[config.mk]
export PLATFORM = sky130hd
export DESIGN_NAME = fdc_host_regs
export DESIGN_NICKNAME = d
export VERILOG_FILES = /design/src/rtl/fdc_pkg.sv /design/src/rtl/fdc_regs.sv /design/src/rtl/fdc_seq.sv /design/src/rtl/fdc_host_regs.sv
export SDC_FILE = /design/constraint.sdc
export NUM_CORES = 1
export LEC_CHECK = 0
export ABC_AREA = 1
export BUFFER_PORTS_ARGS = -buffer_cell sky130_fd_sc_hd__buf_4
export CORE_ASPECT_RATIO = 0.75
export CORE_MARGIN = 1.5
export CORE_UTILIZATION = 25
export CTS_CLUSTER_SIZE = 12
export DETAILED_ROUTE_END_ITERATION = 10
export PLACE_DENSITY_LB_ADDON = 0.08
export REMOVE_ABC_BUFFERS = 1
export SYNTH_ARGS = -nofsm -noshare
export SYNTH_HDL_FRONTEND = slang
export SYNTH_SLANG_ARGS = --single-unit
[constraint.sdc]
create_clock -name clk -period 1.74 [get_ports clk]
set_clock_uncertainty 0.15 [all_clocks]
set_input_delay 0.348 -clock clk [delete_from_list [all_inputs] [get_ports clk]]
set_output_delay 0.348 -clock clk [all_outputs]
set_load 0.03 [all_outputs]
[src/rtl/fdc_pkg.sv]
`timescale 1ns/1ps
package fdc_pkg;
  localparam logic [1:0] ADR_CMD    = 2'd0;
  localparam logic [1:0] ADR_TRACK  = 2'd1;
  localparam logic [1:0] ADR_SECTOR = 2'd2;
  localparam logic [1:0] ADR_DATA   = 2'd3;

  localparam logic [3:0] OP_STEP_IN  = 4'h1;
  localparam logic [3:0] OP_STEP_OUT = 4'h2;
  localparam logic [3:0] OP_SEEK     = 4'h3;
  localparam logic [3:0] OP_READ     = 4'h8;
  localparam logic [3:0] OP_WRITE    = 4'hA;

  localparam int ST_BUSY  = 0;
  localparam int ST_DRQ   = 1;
  localparam int ST_WP    = 6;
  localparam int ST_MOTOR = 7;

  typedef enum logic [2:0] {
    S_IDLE, S_PULSE, S_SETTLE, S_SPIN, S_GATE, S_XFER, S_DONE
  } seq_state_e;
endpackage

[src/rtl/fdc_regs.sv]
`timescale 1ns/1ps
module fdc_regs
  import fdc_pkg::*;
#(
  parameter int DW = 8
) (
  input  logic          clk,
  input  logic          rst,
  input  logic          cs_n,
  input  logic          rw,
  input  logic [1:0]    addr,
  input  logic [DW-1:0] wdata,
  output logic [DW-1:0] rdata,
  output logic          drq,
  output logic          intrq,
  input  logic          wprot_n,
  input  logic [DW-1:0] rd_byte,
  output logic [DW-1:0] wr_byte,
  output logic          wr_byte_vld,
  // sequencer side
  input  logic          done,
  input  logic          trk_up,
  input  logic          trk_dn,
  input  logic          drq_req,
  input  logic          rd_load,
  input  logic          wr_accept,
  input  logic          motor_on,
  output logic          cmd_go,
  output logic [3:0]    cmd_code,
  output logic          dwr,
  output logic [DW-1:0] track,
  output logic [DW-1:0] dreg
);
  logic          acc_rd, acc_wr, drd, stat_rd;
  logic          busy, wp_flag;
  logic [DW-1:0] sector, status;

  assign acc_rd   = !cs_n && rw;
  assign acc_wr   = !cs_n && !rw;
  assign stat_rd  = acc_rd && (addr == ADR_CMD);
  assign drd      = acc_rd && (addr == ADR_DATA);
  assign dwr      = acc_wr && (addr == ADR_DATA);
  assign cmd_go   = acc_wr && (addr == ADR_CMD) && !busy;
  assign cmd_code = wdata[DW-1 -: 4];

  always_comb begin
    status            = '0;
    status[ST_BUSY]   = busy;
    status[ST_DRQ]    = drq;
    status[ST_WP]     = wp_flag;
    status[ST_MOTOR]  = motor_on;
  end

  always_ff @(posedge clk) begin
    if (rst) begin
      busy        <= 1'b0;
      intrq       <= 1'b0;
      drq         <= 1'b0;
      wp_flag     <= 1'b0;
      track       <= '0;
      sector      <= '0;
      dreg        <= '0;
      rdata       <= '0;
      wr_byte     <= '0;
      wr_byte_vld <= 1'b0;
    end else begin
      if (done)        busy <= 1'b0;
      else if (cmd_go) busy <= 1'b1;

      // completion beats a simultaneous status read
      if (done)         intrq <= 1'b1;
      else if (stat_rd) intrq <= 1'b0;

      if (cmd_go && cmd_code == OP_WRITE) wp_flag <= !wprot_n;

      if (rd_load)  dreg <= rd_byte;
      else if (dwr) dreg <= wdata;

      if (rd_load || drq_req) drq <= 1'b1;
      else if (drd || dwr)    drq <= 1'b0;

      if (trk_up)      track <= track + DW'(1);
      else if (trk_dn) track <= track - DW'(1);
      else if (acc_wr && addr == ADR_TRACK && !busy) track <= wdata;

      if (acc_wr && addr == ADR_SECTOR && !busy) sector <= wdata;

      if (acc_rd) begin
        case (addr)
          ADR_CMD:    rdata <= status;
          ADR_TRACK:  rdata <= track;
          ADR_SECTOR: rdata <= sector;
          default:    rdata <= dreg;
        endcase
      end

      wr_byte_vld <= dwr && wr_accept;
      if (dwr && wr_accept) wr_byte <= wdata;
    end
  end

  // finishing a command raises the interrupt on the next cycle
  p_intrq_on_done_r4: assert property (@(posedge clk) disable iff (rst)
    done |=> intrq);
  // a status read without a coincident completion drops the interrupt
  p_intrq_clear_r4: assert property (@(posedge clk) disable iff (rst)
    (stat_rd && !done) |=> !intrq);
  // sector writes during a command leave the register untouched
  p_sector_locked_r5: assert property (@(posedge clk) disable iff (rst)
    (busy && acc_wr && addr == ADR_SECTOR) |=> $stable(sector));
  // host access to the data register drops the request
  p_drq_clear_r12: assert property (@(posedge clk) disable iff (rst)
    ((drd || dwr) && !rd_load && !drq_req) |=> !drq);
  // an inward step advances the track by exactly one
  p_track_up_r6: assert property (@(posedge clk) disable iff (rst)
    trk_up |=> (track == $past(track) + DW'(1)));
endmodule

[src/rtl/fdc_seq.sv]
`timescale 1ns/1ps
module fdc_seq
  import fdc_pkg::*;
#(
  parameter int DW         = 8,
  parameter int STEP_HI    = 4,
  parameter int SETTLE     = 6,
  parameter int GATE_LEAD  = 3,
  parameter int XFER_BYTES = 2
) (
  input  logic          clk,
  input  logic          rst,
  input  logic          cmd_go,
  input  logic [3:0]    cmd_code,
  input  logic          wprot_n,
  input  logic          ready_n,
  input  logic [DW-1:0] track,
  input  logic [DW-1:0] dreg,
  input  logic          rd_byte_vld,
  input  logic          dwr,
  output logic          done,
  output logic          trk_up,
  output logic          trk_dn,
  output logic          drq_req,
  output logic          rd_load,
  output logic          wr_accept,
  output logic          motor_on,
  output logic          step,
  output logic          dir,
  output logic          wgate
);
  localparam int M1   = (STEP_HI > SETTLE) ? STEP_HI : SETTLE;
  localparam int MAXC = (M1 > GATE_LEAD) ? M1 : GATE_LEAD;
  localparam int CW   = $clog2(MAXC + 1);
  localparam int BW   = $clog2(XFER_BYTES + 1);

  seq_state_e    state;
  logic [CW-1:0] cnt;
  logic [BW-1:0] bcnt;
  logic          seek, is_wr;

  assign step      = (state == S_PULSE);
  assign trk_up    = (state == S_PULSE) && (cnt == '0) && dir;
  assign trk_dn    = (state == S_PULSE) && (cnt == '0) && !dir;
  assign done      = (state == S_DONE);
  assign rd_load   = (state == S_XFER) && !is_wr && rd_byte_vld;
  assign wr_accept = (state == S_XFER) && is_wr;

  always_ff @(posedge clk) begin
    if (rst) begin
      state    <= S_IDLE;
      cnt      <= '0;
      bcnt     <= '0;
      seek     <= 1'b0;
      is_wr    <= 1'b0;
      dir      <= 1'b0;
      motor_on <= 1'b0;
      wgate    <= 1'b0;
      drq_req  <= 1'b0;
    end else begin
      drq_req <= 1'b0;
      case (state)
        S_IDLE: if (cmd_go) begin
          cnt  <= '0;
          bcnt <= '0;
          case (cmd_code)
            OP_STEP_IN:  begin dir <= 1'b1; seek <= 1'b0; state <= S_PULSE; end
            OP_STEP_OUT: begin dir <= 1'b0; seek <= 1'b0; state <= S_PULSE; end
            OP_SEEK: begin
              seek <= 1'b1;
              if (dreg == track) state <= S_DONE;
              else begin
                dir   <= (dreg > track);
                state <= S_PULSE;
              end
            end
            OP_READ: begin
              is_wr    <= 1'b0;
              motor_on <= 1'b1;
              state    <= S_SPIN;
            end
            OP_WRITE: begin
              is_wr <= 1'b1;
              if (!wprot_n) state <= S_DONE;
              else begin
                motor_on <= 1'b1;
                state    <= S_SPIN;
              end
            end
            default: state <= S_DONE;
          endcase
        end
        S_PULSE: begin
          if (cnt == CW'(STEP_HI - 1)) begin
            cnt   <= '0;
            state <= S_SETTLE;
          end else cnt <= cnt + CW'(1);
        end
        S_SETTLE: begin
          if (cnt == CW'(SETTLE - 1)) begin
            cnt   <= '0;
            state <= (seek && track != dreg) ? S_PULSE : S_DONE;
          end else cnt <= cnt + CW'(1);
        end
        S_SPIN: if (!ready_n) begin
          if (is_wr) begin
            wgate <= 1'b1;
            cnt   <= '0;
            state <= S_GATE;
          end else state <= S_XFER;
        end
        S_GATE: begin
          if (cnt == CW'(GATE_LEAD - 1)) begin
            drq_req <= 1'b1;
            state   <= S_XFER;
          end else cnt <= cnt + CW'(1);
        end
        S_XFER: begin
          if ((is_wr && dwr) || (!is_wr && rd_byte_vld)) begin
            if (bcnt == BW'(XFER_BYTES - 1)) state <= S_DONE;
            else begin
              bcnt    <= bcnt + BW'(1);
              drq_req <= is_wr;
            end
          end
        end
        default: begin
          motor_on <= 1'b0;
          wgate    <= 1'b0;
          state    <= S_IDLE;
        end
      endcase
    end
  end

  // direction never moves under a step pulse
  p_dir_hold_r6: assert property (@(posedge clk) disable iff (rst)
    (step && $past(step)) |-> $stable(dir));
  // the write gate is only open with the motor running
  p_gate_needs_motor_r10: assert property (@(posedge clk) disable iff (rst)
    wgate |-> motor_on);
  // data is requested only once the gate is open
  p_req_under_gate_r10: assert property (@(posedge clk) disable iff (rst)
    drq_req |-> wgate);
  // the motor is off after a command finishes
  p_motor_drop_r8: assert property (@(posedge clk) disable iff (rst)
    done |=> !motor_on);
endmodule

[src/rtl/fdc_host_regs.sv]
`timescale 1ns/1ps
module fdc_host_regs #(
  parameter int DW         = 8,
  parameter int STEP_HI    = 4,
  parameter int SETTLE     = 6,
  parameter int GATE_LEAD  = 3,
  parameter int XFER_BYTES = 2
) (
  input  logic          clk,
  input  logic          rst,
  input  logic          cs_n,
  input  logic          rw,
  input  logic [1:0]    addr,
  input  logic [DW-1:0] wdata,
  output logic [DW-1:0] rdata,
  output logic          drq,
  output logic          intrq,
  input  logic          ready_n,
  input  logic          wprot_n,
  output logic          motor_on,
  output logic          step,
  output logic          dir,
  output logic          wgate,
  input  logic [DW-1:0] rd_byte,
  input  logic          rd_byte_vld,
  output logic [DW-1:0] wr_byte,
  output logic          wr_byte_vld
);
  logic          done, trk_up, trk_dn, drq_req, rd_load, wr_accept;
  logic          cmd_go, dwr;
  logic [3:0]    cmd_code;
  logic [DW-1:0] track, dreg;

  fdc_regs #(.DW(DW)) u_regs (
    .clk(clk), .rst(rst), .cs_n(cs_n), .rw(rw), .addr(addr),
    .wdata(wdata), .rdata(rdata), .drq(drq), .intrq(intrq),
    .wprot_n(wprot_n), .rd_byte(rd_byte), .wr_byte(wr_byte),
    .wr_byte_vld(wr_byte_vld), .done(done), .trk_up(trk_up),
    .trk_dn(trk_dn), .drq_req(drq_req), .rd_load(rd_load),
    .wr_accept(wr_accept), .motor_on(motor_on), .cmd_go(cmd_go),
    .cmd_code(cmd_code), .dwr(dwr), .track(track), .dreg(dreg)
  );

  fdc_seq #(
    .DW(DW), .STEP_HI(STEP_HI), .SETTLE(SETTLE),
    .GATE_LEAD(GATE_LEAD), .XFER_BYTES(XFER_BYTES)
  ) u_seq (
    .clk(clk), .rst(rst), .cmd_go(cmd_go), .cmd_code(cmd_code),
    .wprot_n(wprot_n), .ready_n(ready_n), .track(track), .dreg(dreg),
    .rd_byte_vld(rd_byte_vld), .dwr(dwr), .done(done), .trk_up(trk_up),
    .trk_dn(trk_dn), .drq_req(drq_req), .rd_load(rd_load),
    .wr_accept(wr_accept), .motor_on(motor_on), .step(step), .dir(dir),
    .wgate(wgate)
  );
endmodule

---- Yosys cells after proc, flatten, opt, wreduce, memory -nomap -nowiden ----
Index checks and enable logic that the tools add are counted.
word-level totals
  latch bits .............................. 0
  memories ................................ 0
  ROM bits ................................ 0
  bits in writable memories ............... 0
  logic and storage cells ................. 163
  input port bits ......................... 25
  bits in registers ....................... 59
cells by class
  $mul .................................... 0
  shifts and indexed selects .............. 0
  divide/modulo/power cells ............... 0
  add/sub/neg operators ................... 4
  order comparisons ....................... 1
  bitwise logic cells ..................... 2
  reductions and logical operators ........ 55
  equality and inequality tests ........... 33
  multiplexer cells ....................... 49
operators with widths
  kind                                                                    number
  3-bit two-way mux                                                       16
  8-bit two-way mux                                                       5
  8-bit case mux with 3 select lines                                      1
  1-bit logical AND                                                       22
  3-bit case mux with 6 select lines                                      1
  3-bit case mux with 5 select lines                                      1
  2-bit != test (second input constant)                                   7
  1-bit two-way mux                                                       13
  3-bit by 2-bit equality test with 1-bit output (second input constant)  4
  3-bit equality test (second input constant)                             4
  1-bit case mux with 2 select lines                                      6
  3-bit case mux with 4 select lines                                      1
  4-bit AND reduction                                                     3
  2-bit nonzero test                                                      6
  5-bit OR reduction                                                      2
  3-bit AND reduction                                                     3
  8-bit by 1-bit adder with 8-bit output (second input constant)          1
  4-bit by 2-bit equality test with 1-bit output (second input constant)  2
  4-bit equality test (second input constant)                             2
  8-bit equality test                                                     1
  8-bit greater-than comparator                                           1
  2-bit by 1-bit != test with 1-bit output (second input constant)        4
  8-bit != test                                                           1
  8-bit by 1-bit subtractor with 8-bit output (second input constant)     1
  other kinds (20)                                                        36

---- Longest topological paths before layout ----
Gate-level depths: netlist of the first run.
  word-level depth ........................ 7
  mapped depth ............................ 12
  mapped depth without buffers ............ 11

---- Hierarchy ----
From an unflattened synthesis of the first run, not the netlist that was laid out.
second synthesis, totals
  cells, all modules ...................... 530
  area, all modules ....................... 3545.9 um^2
by module, submodules not included
  module    times used  sequential area each (um^2)  cells an instance  area each (um^2)
  fdc_regs  1           900.9                        328                2269.7
  fdc_seq   1           280.3                        202                1276.2

---- Worst setup path after synthesis of the first run ----
No wires, ideal clock.
  kind .................................... register to register
  start point ............................. register u_regs.track[2]
  end point ............................... register u_seq.dir
  arrival ................................. 1.431 ns
  path slack .............................. 0.041 ns
  stages on the path, launching flop included .. 12
  path buffers ............................ 1
  cells stage by stage .................... dfxtp_1 -> buf_2 -> inv_1 -> ha_1 -> nand2_1 -> nor2_1 -> nand2_1 -> nand2_1 -> a21oi_1 -> nand3_1 -> nor2_1 -> nor2_1
between the ends
  cells in the longest elaborated chain, start to end .. 3
  elaborated cells between the ends (all ways) .. 6
  those cells by class .................... 1 x order compare; 2 x eq/ne; 2 x mux; 1 x reduce/logical
ends and longest elaborated chain
  item                                                                              RTL line                      source
  start, declared                                                                   fdc_regs.sv:31                output logic [DW-1:0] track,
  start signal, assigned                                                            fdc_regs.sv:82                if (trk_up) track <= track + DW'(1);
  start signal, assigned                                                            fdc_regs.sv:83                else if (trk_dn) track <= track - DW'(1);
  start signal, assigned                                                            fdc_regs.sv:84                else if (acc_wr && addr == ADR_TRACK && !busy) track <= wdata;
  8-bit greater-than comparator / 8-bit equality test (equally long branches)       fdc_seq.sv:73, fdc_seq.sv:71
  1-bit two-way mux / 2-bit != test (equally long branches)                         -
  1-bit case mux with 3 select lines / 4-bit AND reduction (equally long branches)  -
  end signal, assigned                                                              fdc_seq.sv:73                 dir <= (dreg > track);
  end, declared                                                                     fdc_seq.sv:29                 output logic dir,
Several ways; a longest one is shown, not always the timed one. The select of a mux whose other input is x is not followed.
A chain may end at the register's enable or synchronous reset.

---- Worst setup path in the final report of the first run ----
  start point ............................. register u_seq.state[2]
  end point ............................... output port step
between the ends
  cells in the longest elaborated chain, start to end .. 1
ends and longest elaborated chain
  item                                            RTL line             source
  start, declared                                 fdc_seq.sv:37        seq_state_e state;
  start signal, assigned                          fdc_seq.sv:102       state <= (seek && track != dreg) ? S_PULSE : S_DONE;
  3-bit by 1-bit equality test with 1-bit output  fdc_seq.sv:42        assign step = (state == S_PULSE);
  end, declared                                   fdc_host_regs.sv:21  output logic step,
No other way between the ends.

==> results.txt, run 1 <==
Max Slew Vio Count = 0
Area Overhead vs Synth = 48.5%
DP Worst Slack = -0.116 ns
Worst setup path class = register to output port
Mapped Area = 0.00340 mm²
Total of max-cap violations = 0
CP Capture Point = step
Hold buffers post-CTS = 0
Static Leak = 2.28 nW
Final hold violation count = 0
Clock tree buffer depth = 2
Worst min path class = primary input to register
Final std cells w/o fill = 798
Power per cell area = 1150 mW/mm²
Final worst-path cycle share = 97.4%
Via density = 4.65
Via count = 3714
# port buffers = 47
Reg-to-reg endpoint = u_regs.track[6]
Synth area leader = dfxtp_1
Wire length per cell = 15.7 µm
Post-route DRC = 0
Post-synth top area share = 34.7%
Ys flop type = dfxtp_1
FF-to-FF path depth = 10
Yosys cell types = 35
Root Buffer = clkbuf_16
Async set-or-reset flop fraction in the synthesized netlist = 0%
Achievable Freq = 590 MHz
Register area = 0.00120 mm²
EDFF count, synth = 0
1st-pass router iterations = 5
Warnings, synthesis = 0
Layout cell share with drive strength beyond 1 = 32.5%
GR Overflow Total = 0
Final setup violation count = 0
Number of fill cells = 1439
GP Congestion = 0.835
Mapped Cells = 507
Register area share after synthesis = 34.7%
Period minus WS final = 1.70 ns
Avg Cell Area, Syn = 6.71 µm²
Reg2Reg Setup Slack = 0.06 ns
CTS Buf Count = 9
Crit Path Max Fanout = 6
Final WS setup = 0.0449 ns
Largest net degree at the start of global routing = 39
Deepest level of the CTS H-tree = 3
Critical Path End Type = output port
Top cells by area, synth = dfxtp_1, nand2_1, o21ai_0, inv_1, ha_1
Wire length of the first global-routing pass = 19200 µm
Worst R2R Start = u_seq.state[2]
Placed Instances = 777
Maximum VDD drop = 0.000432 V
Footprint of the multi-input gates = 0.00211 mm²
Initial antenna violation count = 0
Drt initial violations = 209
Layout Nets = 665
Worst EP required = 1.24 ns
Setup TNS = 0 ns
Number of global-route vias before repair = 3587
Worst Setup Start Kind = register
N_diodes = 0
IO Pins = 48
Synthesized flop and latch total = 59
Critical Path AT = 1.20 ns
CP startpoint = u_seq.state[2]
Die area = 0.0143 mm²
DP HPWL = 9590 µm
Most frequent cells after synthesis = nand2_1, inv_1, dfxtp_1
RSZ-0062 raised after global routing = yes
Latest clock arrival within the worst-skew pair = 0.33 ns
Post-route ant nets = 0
Chip Width = 138 µm
Worst rel slew slack = 68.9%
Worst-path clk slew = 0.06 ns
Final core occ = 38.4%
Placed inst area = 0.00446 mm²
Status = finished, final reports clean
Most common cell in the netlist = nand2_1
Die Ht = 104 µm
WL final = 12500 µm
Design area = 0.00505 mm²
Starting Density = 25.9%
CORE AREA = 0.0132 mm²
Site row count = 36
Clk sinks = 59
Gr usage total = 17.8%
TritonCTS clock tree = built
Slew @ Worst Pin = 0.462 ns
## per-stage QoR
step                power, mW  hold slack (ns)
detailed placement       3.63            0.276
global route             6.19            0.140
finish                   5.82            0.137
floorplan                2.76            0.267
CTS                      5.51            0.131
global placement         3.64            0.278
## per-layer routing
layer	vias up	wire (µm)	track usage [%]
met2	77	4890	24.1
met1	1717	6900	27.8
met5	-	0	0
li1	1912	-	-
met3	8	642	4.39
met4	0	78	3.72
## power breakdown
| part | leakage, nW | switching [mW] | internal (mW) |
|---|---|---|---|
| Clock | 0.144 | 0.634 | 1.17 |
| Sequential | 0.484 | 0.0911 | 1.49 |
| Combinational | 1.66 | 1.40 | 1.04 |
| Total | 2.28 | 2.13 | 3.70 |
## layout make-up
class | instances | area share (%)
multi-input combinational | 366 | 41.8
clock inverter | 4 | 0.990
clock buffer | 11 | 5.00
tap | 171 | 4.23
inverter | 67 | 4.98
timing repair buffer | 120 | 19.3
sequential | 59 | 23.7
## cell families after synthesis
kind of cell             after synthesis  share of synthesized area (%)
flip-flops                            59                           34.7
adder cells (fa/ha/maj)               17                           6.25
AO/OA/AOI/OAI                        122                           19.9
AND/OR/NAND/NOR                      220                           27.9
buffers and inverters                 82                           9.49
XOR/XNOR                               7                           1.80
## placed cells by master, fill, tap and decap left out, types with 3 or more instances in the layout
cell       count
buf_12         5
ha_4           7
a41oi_1        4
xor2_1         6
a22oi_1        4
buf_4        112
buf_6          3
nor3_1         3
nor2_1        48
nand3_1       23
inv_2         12
inv_1         55
dfxtp_1       48
o21ai_0       53
a21oi_2        3
nand4_1        6
a31oi_1        7
nor2_2         6
nand2_2        9
o211ai_1       3
nor2_4         7
a21oi_1       37
dfxtp_2       10
o21ai_1        4
ha_1          10
nand2_1      103
nand3_2        9
clkbuf_16      9
## repair_timing
item	in CTS	in global routing
buffers inserted	1	5
cloned	0	0
pin swaps	1	21
endpoints found under the setup margin	5	22
gates resized for setup	6	61
## state kept, by name, indices dropped and copies added (netlist names), 2 cells and up
signal / cells
u_regs.dreg: 8
u_regs.wr_byte: 8
u_seq.state: 3
u_regs.rdata: 8
u_seq.bcnt: 2
u_regs.sector: 8
u_seq.cnt: 3
u_regs.track: 8
## worst max-delay path: stages (launching register included)
cell and delay, ns:
dfxtp_4 0.35, buf_6 0.13, nor2_4 0.11, buf_4 0.13, buf_4 0.15
## worst min path at each step
stage	startpoint	to	slack [ns]	depth (start not counted)
finish	wdata[0]	u_regs.wr_byte[0]	0.14	3
global route	wdata[2]	u_regs.wr_byte[2]	0.14	3
CTS	wdata[0]	u_regs.wr_byte[0]	0.13	3
detailed placement	u_seq.drq_req	u_regs.drq	0.28	2
global placement	u_seq.drq_req	u_regs.drq	0.28	2
floorplan	rst	u_regs.dreg[2]	0.27	1
No activity file was read; power rests on OpenSTA's default activity.
==> inputs of run 2 (changes only) <==
--- a/config.mk
+++ b/config.mk
@@ -6,12 +6,12 @@
 export NUM_CORES = 1
 export LEC_CHECK = 0
 export ABC_AREA = 1
-export BUFFER_PORTS_ARGS = -buffer_cell sky130_fd_sc_hd__buf_4
 export CORE_ASPECT_RATIO = 0.75
 export CORE_MARGIN = 1.5
 export CORE_UTILIZATION = 25
 export CTS_CLUSTER_SIZE = 12
 export DETAILED_ROUTE_END_ITERATION = 10
+export DONT_BUFFER_PORTS = 1
 export PLACE_DENSITY_LB_ADDON = 0.08
 export REMOVE_ABC_BUFFERS = 1
 export SYNTH_ARGS = -nofsm -noshare
==> run 2 against run 1 <==
Compared with the run above: the run now ends with hold timing left; global-route usage is 0.068 points higher; die area stayed put; sequential cell count stayed put; first-iteration DRC count is 11% higher.
==> results.txt, run 2 (synthesized netlist as in run 1, its figures left out) <==
Period minus WS final = 1.67 ns
Worst-path clk slew = 0.06 ns
Die Ht = 104 µm
Post-route DRC = 0
Final setup violation count = 0
Crit Path Max Fanout = 5
Number of global-route vias before repair = 3381
WL final = 12400 µm
1st-pass router iterations = 5
Die area = 0.0143 mm²
Worst Setup Start Kind = register
Placed inst area = 0.00403 mm²
Starting Density = 25.9%
Layout cell share with drive strength beyond 1 = 22.6%
Layout Nets = 607
Final WS setup = 0.0736 ns
Area Overhead vs Synth = 33.4%
GR Overflow Total = 0
Latest clock arrival within the worst-skew pair = 0.33 ns
DP HPWL = 9560 µm
Initial antenna violation count = 0
Design area = 0.00454 mm²
Worst EP required = 1.24 ns
Register area = 0.00119 mm²
Drt initial violations = 233
Static Leak = 1.97 nW
Final hold violation count = 19
Largest net degree at the start of global routing = 31
Post-route ant nets = 0
Worst setup path class = register to output port
Clock tree buffer depth = 2
Placed Instances = 721
Status = complete, but fails checks
DP Worst Slack = 0.00493 ns
Critical Path End Type = output port
Slew @ Worst Pin = 0.410 ns
Most frequent cells in the layout = nand2_1, o21ai_0, inv_1
Power per cell area = 1220 mW/mm²
N_diodes = 0
Achievable Freq = 600 MHz
Commonest non-fill, non-tap cell in the layout = nand2_1
Gr usage total = 17.9%
Chip Width = 138 µm
Via density = 4.72
Final std cells w/o fill = 741
Failing checks = hold timing
CORE AREA = 0.0132 mm²
Site row count = 36
Final worst-path cycle share = 95.8%
Root Buffer = clkbuf_16
Worst min path class = primary input to register
Wire length of the first global-routing pass = 19100 µm
TritonCTS clock tree = built
GP Congestion = 0.865
CTS Buf Count = 9
Maximum VDD drop = 0.000597 V
Hold Slack = -0.0628 ns
Wire length per cell = 16.8 µm
Clk sinks = 59
Deepest level of the CTS H-tree = 3
# port buffers = 0
Hold buffers post-CTS = 3
Total of max-cap violations = 0
Worst rel slew slack = 72.4%
Critical Path AT = 1.17 ns
IO Pins = 48
Max Slew Vio Count = 0
Footprint of the multi-input gates = 0.00205 mm²
Number of fill cells = 1443
RSZ-0062 raised after global routing = yes
Final core occ = 34.5%
Via count = 3496
==> run 2: changes by cell type in the layout (fill, tap and decap cells not counted), sizes merged <==
cell	change
clkbuf	-2
buf	-61
clkinv	+2
dlygate4sd3	+3
clkinvlp	+1
==> run 2: final timing paths <==
| kind | start | slack, ns | end | cells past startpoint |
|---|---|---|---|---|
| worst max register to register | u_regs.track[1] | 0.10 | u_seq.state[2] | 11 |
| worst max-delay path | u_seq.state[1] | 0.07 | step | 4 |
| worst min register to register | u_seq.drq_req | 0.29 | u_regs.drq | 2 |
| worst min-delay path | rst | -0.06 | u_regs.dreg[1] | 1 |
==> run 2: area by class of cell <==
class | instances | share of cell area [%]
Multi-Input combinational cell | 366 | 45.2
Sequential cell | 59 | 26.3
Clock buffer | 9 | 4.96
Clock inverter | 7 | 1.74
Inverter | 67 | 5.54
Tap cell | 171 | 4.71
Timing Repair Buffer | 62 | 11.6
==> run 2: power by group <==
group,switching [mW],internal [mW]
clock network,0.701,1.11
logic,1.22,0.914
registers,0.129,1.48
==> run 2: metal layers <==
metal  vias up  wire length (µm)  global-route usage (%)
met5         -                 0                       0
met4         0                95                    4.32
met3         6               767                    5.41
met2        81              4890                    24.3
met1      1612              6680                    27.0
li1       1797                 -                       -
==> run 2: critical path, cell delays in order (launching register included) <==
cell     delay, ns
dfxtp_2       0.34
inv_1         0.09
nand2_1       0.11
nor2_4        0.14
buf_6         0.16
==> run 2: per-stage QoR <==
| step | total power [mW] | setup TNS (ns) |
|---|---|---|
| final | 5.56 | 0 |
| after global routing | 5.94 | -0.0527 |
| after CTS | 5.40 | 0 |
| after detailed placement | 3.53 | 0 |
| after global placement | 3.55 | 0 |
| after floorplan | 2.76 | 0 |
==> run 2: timing repair <==
| action | CTS | global route |
|---|---|---|
| setup endpoints to repair | 3 | 15 |
| gates resized for setup | 1 | 43 |
| pin swaps | 0 | 13 |
| endpoints found under the hold margin | 22 | 19 |
| buffers inserted | 0 | 1 |
